File: config.mk
export PLATFORM = sky130hd
export DESIGN_NAME = clkpre_top
export DESIGN_NICKNAME = d
export VERILOG_FILES = /design/src/rtl/clkpre_pkg.sv /design/src/rtl/clkpre_rst_sync.sv /design/src/rtl/clkpre_divider.sv /design/src/rtl/clkpre_ctrl.sv /design/src/rtl/clkpre_outgate.sv /design/src/rtl/clkpre_top.sv
export SDC_FILE = /design/constraint.sdc
export NUM_CORES = 1
export LEC_CHECK = 0
export BUFFER_PORTS_ARGS = -buffer_cell sky130_fd_sc_hd__buf_4
export CAP_MARGIN = 20
export CORE_ASPECT_RATIO = 1.1
export CORE_MARGIN = 3
export CORE_UTILIZATION = 62
export DETAILED_ROUTE_END_ITERATION = 16
export PLACE_DENSITY = 0.78
export SLEW_MARGIN = 0
export SYNTH_ARGS = -nofsm -noshare
export SYNTH_HDL_FRONTEND = slang
export SYNTH_SLANG_ARGS = --single-unit
File: constraint.sdc
create_clock -name mclk_i -period 1.6 [get_ports mclk_i]
set_clock_uncertainty 0.1 [all_clocks]
set_input_delay 0.08 -clock mclk_i [delete_from_list [all_inputs] [get_ports mclk_i]]
set_output_delay 0.08 -clock mclk_i [all_outputs]
set_load 0.1 [all_outputs]
File: src/rtl/clkpre_pkg.sv
`timescale 1ns/100ps
package clkpre_pkg;

  // Power sequencing state of the prescaler
  typedef enum logic [1:0] {
    PS_START = 2'd0,
    PS_RUN   = 2'd1,
    PS_DOWN  = 2'd2
  } pwr_state_e;

endpackage

File: src/rtl/clkpre_rst_sync.sv
`timescale 1ns/100ps
module clkpre_rst_sync #(
  parameter int unsigned STAGES = 2
) (
  input  logic clk_i,
  input  logic rst_ni,
  output logic rst_no
);

  logic [STAGES-1:0] sh_q;

  for (genvar g = 0; g < STAGES; g++) begin : g_stage
    if (g == 0) begin : g_first
      always_ff @(posedge clk_i or negedge rst_ni) begin
        if (!rst_ni) sh_q[g] <= 1'b0;
        else         sh_q[g] <= 1'b1;
      end
    end else begin : g_next
      always_ff @(posedge clk_i or negedge rst_ni) begin
        if (!rst_ni) sh_q[g] <= 1'b0;
        else         sh_q[g] <= sh_q[g-1];
      end
    end
  end

  assign rst_no = sh_q[STAGES-1];

endmodule

File: src/rtl/clkpre_divider.sv
`timescale 1ns/100ps
module clkpre_divider #(
  parameter int unsigned CNT_W = 8,
  parameter int unsigned EXP_W = 4,
  localparam int unsigned ACT_W = $clog2(CNT_W + 1)
) (
  input  logic             clk_i,
  input  logic             rst_ni,
  input  logic [EXP_W-1:0] exp_i,
  input  logic             hold_i,   // next state is powered down
  output logic             bnd_o,    // this edge is a boundary
  output logic [ACT_W-1:0] act_q_o,
  output logic [ACT_W-1:0] act_d_o,
  output logic [CNT_W-1:0] cnt_d_o
);

  logic [CNT_W-1:0] cnt_q, cnt_d;
  logic [ACT_W-1:0] act_q, act_d;
  logic [ACT_W-1:0] exp_c;
  logic [CNT_W:0]   mask_w;
  logic [CNT_W-1:0] mask;

  // clamp the requested exponent to the counter width
  always_comb begin
    if (int'(exp_i) > int'(CNT_W)) exp_c = ACT_W'(CNT_W);
    else                           exp_c = ACT_W'(exp_i);
  end

  // low act bits all ones: divided level drops (or stays low) here
  assign mask_w = ({{CNT_W{1'b0}}, 1'b1} << act_q) - 1'b1;
  assign mask   = mask_w[CNT_W-1:0];
  assign bnd_o  = &(cnt_q | ~mask);

  always_comb begin
    act_d = act_q;
    cnt_d = cnt_q + 1'b1;
    if (hold_i) begin
      cnt_d = '0;
    end else if (bnd_o && (exp_c != act_q)) begin
      act_d = exp_c;
      cnt_d = '0;
    end
  end

  always_ff @(posedge clk_i or negedge rst_ni) begin
    if (!rst_ni) begin
      cnt_q <= '0;
      act_q <= '0;
    end else begin
      cnt_q <= cnt_d;
      act_q <= act_d;
    end
  end

  assign act_q_o = act_q;
  assign act_d_o = act_d;
  assign cnt_d_o = cnt_d;

endmodule

File: src/rtl/clkpre_ctrl.sv
`timescale 1ns/100ps
module clkpre_ctrl
  import clkpre_pkg::*;
#(
  parameter int unsigned CNT_W      = 8,
  parameter int unsigned START_CYC  = 512,
  parameter int unsigned PD_PERIODS = 2,
  localparam int unsigned ACT_W = $clog2(CNT_W + 1),
  localparam int unsigned ST_W  = $clog2(START_CYC),
  localparam int unsigned PD_W  = $clog2(PD_PERIODS << CNT_W) + 1
) (
  input  logic             clk_i,
  input  logic             rst_ni,
  input  logic             bnd_i,
  input  logic [ACT_W-1:0] act_q_i,
  input  logic             pd_i,
  input  logic             oe_i,
  output logic             hold_o,
  output logic             gate_d_o,
  output logic             gate_q_o,
  output logic             down_o,
  output logic             ready_o
);

  pwr_state_e      state_q, state_d;
  logic [ST_W-1:0] st_q, st_d;
  logic [PD_W-1:0] pd_q, pd_d;
  logic [PD_W-1:0] limit;
  logic            gate_q, gate_d;
  logic            accept;

  assign limit = PD_W'(PD_PERIODS) << act_q_i;

  // consecutive-high filter on the power-down request
  always_comb begin
    pd_d = '0;
    if (pd_i && (state_q != PS_DOWN)) begin
      pd_d = (pd_q == '1) ? pd_q : pd_q + 1'b1;
    end
  end

  assign accept = pd_i && bnd_i && (state_q != PS_DOWN) && (pd_d >= limit);

  always_comb begin
    state_d = state_q;
    st_d    = st_q;
    unique case (state_q)
      PS_START: begin
        if (accept) begin
          state_d = PS_DOWN;
        end else if (st_q == ST_W'(START_CYC - 1)) begin
          state_d = PS_RUN;
        end else begin
          st_d = st_q + 1'b1;
        end
      end
      PS_RUN: begin
        if (accept) state_d = PS_DOWN;
      end
      PS_DOWN: begin
        if (!pd_i) begin
          state_d = PS_START;
          st_d    = '0;
        end
      end
      default: state_d = PS_START;
    endcase
  end

  // gate only moves on a boundary edge
  assign gate_d = bnd_i ? ((state_d == PS_RUN) && oe_i) : gate_q;

  always_ff @(posedge clk_i or negedge rst_ni) begin
    if (!rst_ni) begin
      state_q <= PS_START;
      st_q    <= '0;
      pd_q    <= '0;
      gate_q  <= 1'b0;
    end else begin
      state_q <= state_d;
      st_q    <= st_d;
      pd_q    <= pd_d;
      gate_q  <= gate_d;
    end
  end

  assign hold_o   = (state_d == PS_DOWN);
  assign gate_d_o = gate_d;
  assign gate_q_o = gate_q;
  assign down_o   = (state_q == PS_DOWN);
  assign ready_o  = (state_q == PS_RUN);

endmodule

File: src/rtl/clkpre_outgate.sv
`timescale 1ns/100ps
module clkpre_outgate #(
  parameter int unsigned CNT_W = 8,
  localparam int unsigned ACT_W = $clog2(CNT_W + 1)
) (
  input  logic             clk_i,
  input  logic             rst_ni,
  input  logic             gate_d_i,
  input  logic             gate_q_i,
  input  logic [ACT_W-1:0] act_d_i,
  input  logic [ACT_W-1:0] act_q_i,
  input  logic [CNT_W-1:0] cnt_d_i,
  output logic             clk_o
);

  logic [CNT_W:0]   oh_w;
  logic [CNT_W-1:0] tap;
  logic             lvl_d, lvl_q;
  logic             sel_q, g0_q;

  // one-hot tap on bit act-1; empty when act is zero
  assign oh_w  = {{CNT_W{1'b0}}, 1'b1} << act_d_i;
  assign tap   = oh_w[CNT_W:1];
  assign lvl_d = gate_d_i && (|(cnt_d_i & tap));

  always_ff @(posedge clk_i or negedge rst_ni) begin
    if (!rst_ni) lvl_q <= 1'b0;
    else         lvl_q <= lvl_d;
  end

  // pass-through select and enable change while the master clock is low
  always_ff @(negedge clk_i or negedge rst_ni) begin
    if (!rst_ni) begin
      sel_q <= 1'b0;
      g0_q  <= 1'b0;
    end else begin
      sel_q <= (act_q_i == '0);
      g0_q  <= gate_q_i && (act_q_i == '0);
    end
  end

  assign clk_o = sel_q ? (clk_i & g0_q) : lvl_q;

endmodule

File: src/rtl/clkpre_top.sv
`timescale 1ns/100ps
module clkpre_top #(
  parameter int unsigned CNT_W       = 8,
  parameter int unsigned EXP_W       = 4,
  parameter int unsigned START_CYC   = 512,
  parameter int unsigned PD_PERIODS  = 2,
  parameter int unsigned SYNC_STAGES = 2
) (
  input  logic             mclk_i,
  input  logic             rst_ni,
  input  logic [EXP_W-1:0] div_exp_i,
  input  logic             out_en_i,
  input  logic             pwr_dn_i,
  output logic             clk_o,
  output logic             ready_o
);

  localparam int unsigned ACT_W = $clog2(CNT_W + 1);

  logic             rst_n_sync;
  logic             bnd, hold, gate_d, gate_q, down;
  logic [ACT_W-1:0] act_q, act_d;
  logic [CNT_W-1:0] cnt_d;

  clkpre_rst_sync #(.STAGES(SYNC_STAGES)) u_rst (
    .clk_i (mclk_i),
    .rst_ni(rst_ni),
    .rst_no(rst_n_sync)
  );

  clkpre_divider #(.CNT_W(CNT_W), .EXP_W(EXP_W)) u_div (
    .clk_i  (mclk_i),
    .rst_ni (rst_n_sync),
    .exp_i  (div_exp_i),
    .hold_i (hold),
    .bnd_o  (bnd),
    .act_q_o(act_q),
    .act_d_o(act_d),
    .cnt_d_o(cnt_d)
  );

  clkpre_ctrl #(
    .CNT_W(CNT_W), .START_CYC(START_CYC), .PD_PERIODS(PD_PERIODS)
  ) u_ctrl (
    .clk_i   (mclk_i),
    .rst_ni  (rst_n_sync),
    .bnd_i   (bnd),
    .act_q_i (act_q),
    .pd_i    (pwr_dn_i),
    .oe_i    (out_en_i),
    .hold_o  (hold),
    .gate_d_o(gate_d),
    .gate_q_o(gate_q),
    .down_o  (down),
    .ready_o (ready_o)
  );

  clkpre_outgate #(.CNT_W(CNT_W)) u_out (
    .clk_i   (mclk_i),
    .rst_ni  (rst_n_sync),
    .gate_d_i(gate_d),
    .gate_q_i(gate_q),
    .act_d_i (act_d),
    .act_q_i (act_q),
    .cnt_d_i (cnt_d),
    .clk_o   (clk_o)
  );

endmodule

==> results.yml, run 1 <==
cts:
  post_cts_buffers: 14
  hold_buffers: 4
  cts_resized: 40
yosys:
  netlist_instances: 268
  synth_top_area_frac: 0.3615
  synth_edf_count: 0
  yosys_warnings: 0
  syn-num-nets: 290
  ys_seq_area_frac: 0.3810
  ys_types: 64
  syn_area_per_cell_um2: 9.557
  synthTopCellsByArea: "dfrtp_1, ha_1, nor2_1"
  synthFlopType: "dfrtp_1"
  yosys.area.top_type: "dfrtp_1"
  syn_area_mm2: 0.002561
  ys_ff_latch: 39
  async_flop_share: 1.000
die:
  die_width_um: 67.28
  start_util: 0.6742
  placementRows: 23
  die_y_um: 73.41
  io_pins: 10
outcome:
  stop_error: "[ERROR DPL-0033] detailed placement checks failed during check placement."
  outcome: "aborted with a tool error"
  lastStage: "4_1_cts"
placed_design:
  portBuffers: 9
  place_congestion: 0.9014
  hpwl_um: 5120
  dp_cells: 400
cell families after synthesis:
group | synth area share
compound gates | 0.1363
simple gates | 0.2565
mux | 0.04104
buf+inv | 0.04690
xor+xnor | 0.06839
fa+ha+maj | 0.06839
flops | 0.3810
other cells | 0.001464
synth_stat cells, drive strengths merged, types with 3 or more instances:
master and number:
mux2 3, clkbuf 5, ha 14, nand4 9, a31oi 3, nor2 35
dfrtp 37, and3 8, nand2 21, xor2 12, nor3 6, nand3b 4
a21o 3, and2 4, nand3 10, buf 5, a21oi 8, o211ai 5
inv 10, nor2b 9, xnor2 8, mux2i 6, o21ai 10
stage by stage:
stage | util | setup slack, ns | hold WS (ns) | setup TNS, ns | cell area [µm²]
global placement | 0.8653 | -2.114 | -0.2357 | -46.30 | 3287
detailed placement | 0.8653 | -2.246 | -0.2324 | -48.11 | 3287
floorplan | - | -2.099 | -0.3156 | -43.99 | 2629
==> inputs of run 2 (changes only) <==
- CORE_ASPECT_RATIO: 1.1 -> not set
- CORE_UTILIZATION: 62 -> 40
- PLACE_DENSITY: 0.78 -> not set
- PLACE_DENSITY_LB_ADDON: not set -> 0.15
==> run 2 against run 1 <==
Net effect: the flow now finishes, with violations (setup timing); synthesized area did not move; synthesized cell count did not move.
==> results.yml, run 2 <==
power:
  totalPowerFinal_mw: 6.525
  power.density_mw_per_mm2: 1614
  peakVddDrop_mv: 1.277
  leakage_nw: 1.887
sta:
  worst_pin_slew_ns: 0.5279
  fin_crit_ns: 3.772
  worst_hold_slack_ns: 0.03258
  min_period_over_period: 2.357
  finalHoldViolations: 0
  slew_violations: 0
  rsz0062_at_grt: "true"
  setup_viol: 35
  timing.fmax_mhz: 265.1
  relSlewSlack: 0.6472
  fin_ws_ns: -2.172
outcome:
  outcome: "complete, but fails checks"
  violations: "setup timing"
global_route:
  grt_overflow: 0
  grt_max_degree: 36
  grt_first_pass_wirelength_um: 11810
  grt_use_total: 0.2049
  grt_pass1_vias: 2553
  antenna_found_initial: 0
yosys:
  synthFlopType: "dfrtp_1"
  ys_types: 64
  syn-num-nets: 290
  netlist_instances: 268
  synthTopCellsByArea: "dfrtp_1, ha_1, nor2_1"
  ys_seq_area_frac: 0.3810
  ys_ff_latch: 39
  syn_area_per_cell_um2: 9.557
  yosys.area.top_type: "dfrtp_1"
  async_flop_share: 1.000
  synth_top_area_frac: 0.3615
  syn_area_mm2: 0.002561
  synth_most_common_cell: "dfrtp_1"
  synth_edf_count: 0
  synth_common_cells: "dfrtp_1, nor2_1, nand2_1"
  yosys_warnings: 0
detailed_routing:
  top_layer: "met4"
  wl_um: 6943
  vias_per_cell: 5.151
  drtAntennaViolNets: 0
  first_pass_iters: 4
  drt-wirelength-per-cell_um: 14.80
  drc: 0
  via_count: 2416
  wl_met2_um: 3205
  wl_met3_um: 207
  drt_first_iter_violations: 102
  m1WireLength_um: 3385
final_layout:
  design.final.nets: 415
  reg_top3: "u_ctrl.pd_q (10), u_ctrl.st_q (9), u_div.cnt_q (8)"
  regMostFlops: "u_ctrl.pd_q"
  diodes: 0
  largest_register_ffs: 10
  area_delta_synth_final_pct: 57.84
  mostFrequentLayoutCell: "buf_4"
  layout_common_cells: "buf_4, dfrtp_1, nor2_1, nand2_1, buf_6"
  drive_gt1_frac: 0.5102
setup_path:
  start_kind: "flip-flop"
  worst_r2r_path_depth: 17
  criticalPathCategory: "flip-flop to flip-flop"
  required_ns: 1.78
  reg2reg_slack_ns: -2.17
  rr_endpoint: "u_out.lvl_q"
  crit_fanout: 5
  endpoint_kind: "flip-flop"
  cp.arrival_ns: 3.95
  r2r-start: "u_ctrl.pd_q[0]"
die:
  start_util: 0.4226
  die_width_um: 86.02
  dieArea_mm2: 0.007399
  io_pins: 10
  placementRows: 28
  core_mm2: 0.006061
  die_y_um: 86.02
worst_hold_path:
  hold_class: "primary input to flip-flop"
  hold_start: "div_exp_i[3]"
  holdPathEnd: "u_div.act_q_o[2]"
  holdPathStages: 4
cts:
  cts_tree: "done"
  clk_pin_slew_ns: 0.08
  clock_latency_ns: 0.40
placed_design:
  portBuffers: 9
  hpwl_um: 4797
  dp_slack_ns: -2.195
  place_congestion: 0.8422
job:
  cap_violations: 0
[run 2: how the worst max path moves through the flow]
stage                   startpoint     endpoint  slack [ns]  cells after the start
finish              u_ctrl.pd_q[0]  u_out.lvl_q       -2.17                     17
floorplan           u_ctrl.pd_q[0]  u_out.lvl_q       -2.10                     18
global placement    u_ctrl.pd_q[7]  u_out.lvl_q       -2.15                     15
detailed placement  u_ctrl.pd_q[0]  u_out.lvl_q       -2.20                     16
global route        u_ctrl.pd_q[0]  u_out.lvl_q       -2.30                     18
CTS                 u_ctrl.pd_q[1]  u_out.lvl_q       -2.13                     17
[run 2: through the flow]
stage / cell area (µm²) / setup TNS, ns / cells / utilization
after global routing: 4043 / -53.70 / 469 / 0.6670
after global placement: 3378 / -48.17 / 433 / 0.5574
after detailed placement: 3378 / -49.30 / 433 / 0.5574
after CTS: 3969 / -47.73 / 464 / 0.6548
after floorplan: 2629 / -43.99 / 268 / -
final: 4043 / -48.57 / 469 / 0.6670
[run 2: what timing repair did]
item,in CTS,in global routing
endpoints found under the hold margin,4,0
resized for setup,68,9
hold buffers,4,0
setup endpoints to repair,37,39
pin swaps,35,10
cloned,1,0
buffers inserted,18,6
[run 2: kinds of logic (layout without fill, tap and decap cells)]
| kind of cell | Yosys count | after routing | share of synthesized area |
|---|---|---|---|
| adder cells (fa/ha/maj) | 14 | 14 | 0.06839 |
| AND/OR/NAND/NOR | 122 | 122 | 0.2565 |
| XOR/XNOR | 20 | 20 | 0.06839 |
| flip-flops | 39 | 39 | 0.3810 |
| other | 1 | 1 | 0.001464 |
| AO/OA/AOI/OAI | 43 | 43 | 0.1363 |
| multiplexers | 9 | 9 | 0.04104 |
| buffers and inverters | 20 | 146 | 0.04690 |
[run 2: cell type report]
type / instances / area [µm²]
clock inverters: 2 / 16.27
multi-input cells: 209 / 1774
clock buffers: 10 / 143.9
fillers: 489 / 2018
repair buffers: 124 / 997.2
flip-flops and latches: 39 / 977.2
inverters: 10 / 40.04
well taps: 75 / 93.84
[run 2: routing by layer]
metal,track usage,up-vias
met1,0.2633,1166
met3,0.07301,18
met4,0.05612,0
met5,0,-
met2,0.3259,31
li1,-,1201
[run 2: critical path, cell delays in order, from the launching register on]
cell and delay (ns):
dfrtp_1 0.38, ha_2 0.19, nand3_2 0.09, or3_4 0.38
nand4_1 0.11, xor2_1 0.15, nor2_1 0.08, ha_1 0.30
a21oi_1 0.12, o21ai_1 0.09, a211o_2 0.29, a21o_2 0.20
a31oi_4 0.19, mux2i_4 0.35, inv_2 0.11, mux2i_1 0.14
a21o_1 0.17, o221a_1 0.21
[run 2: where the power goes]
group | internal, mW | leakage (nW) | switching, mW
Clock | 0.554 | 0.0828 | 0.479
Sequential | 1.26 | 0.508 | 0.163
Combinational | 2.14 | 1.30 | 1.93
Total | 3.96 | 1.89 | 2.57
(Power assumes the default switching activity.)
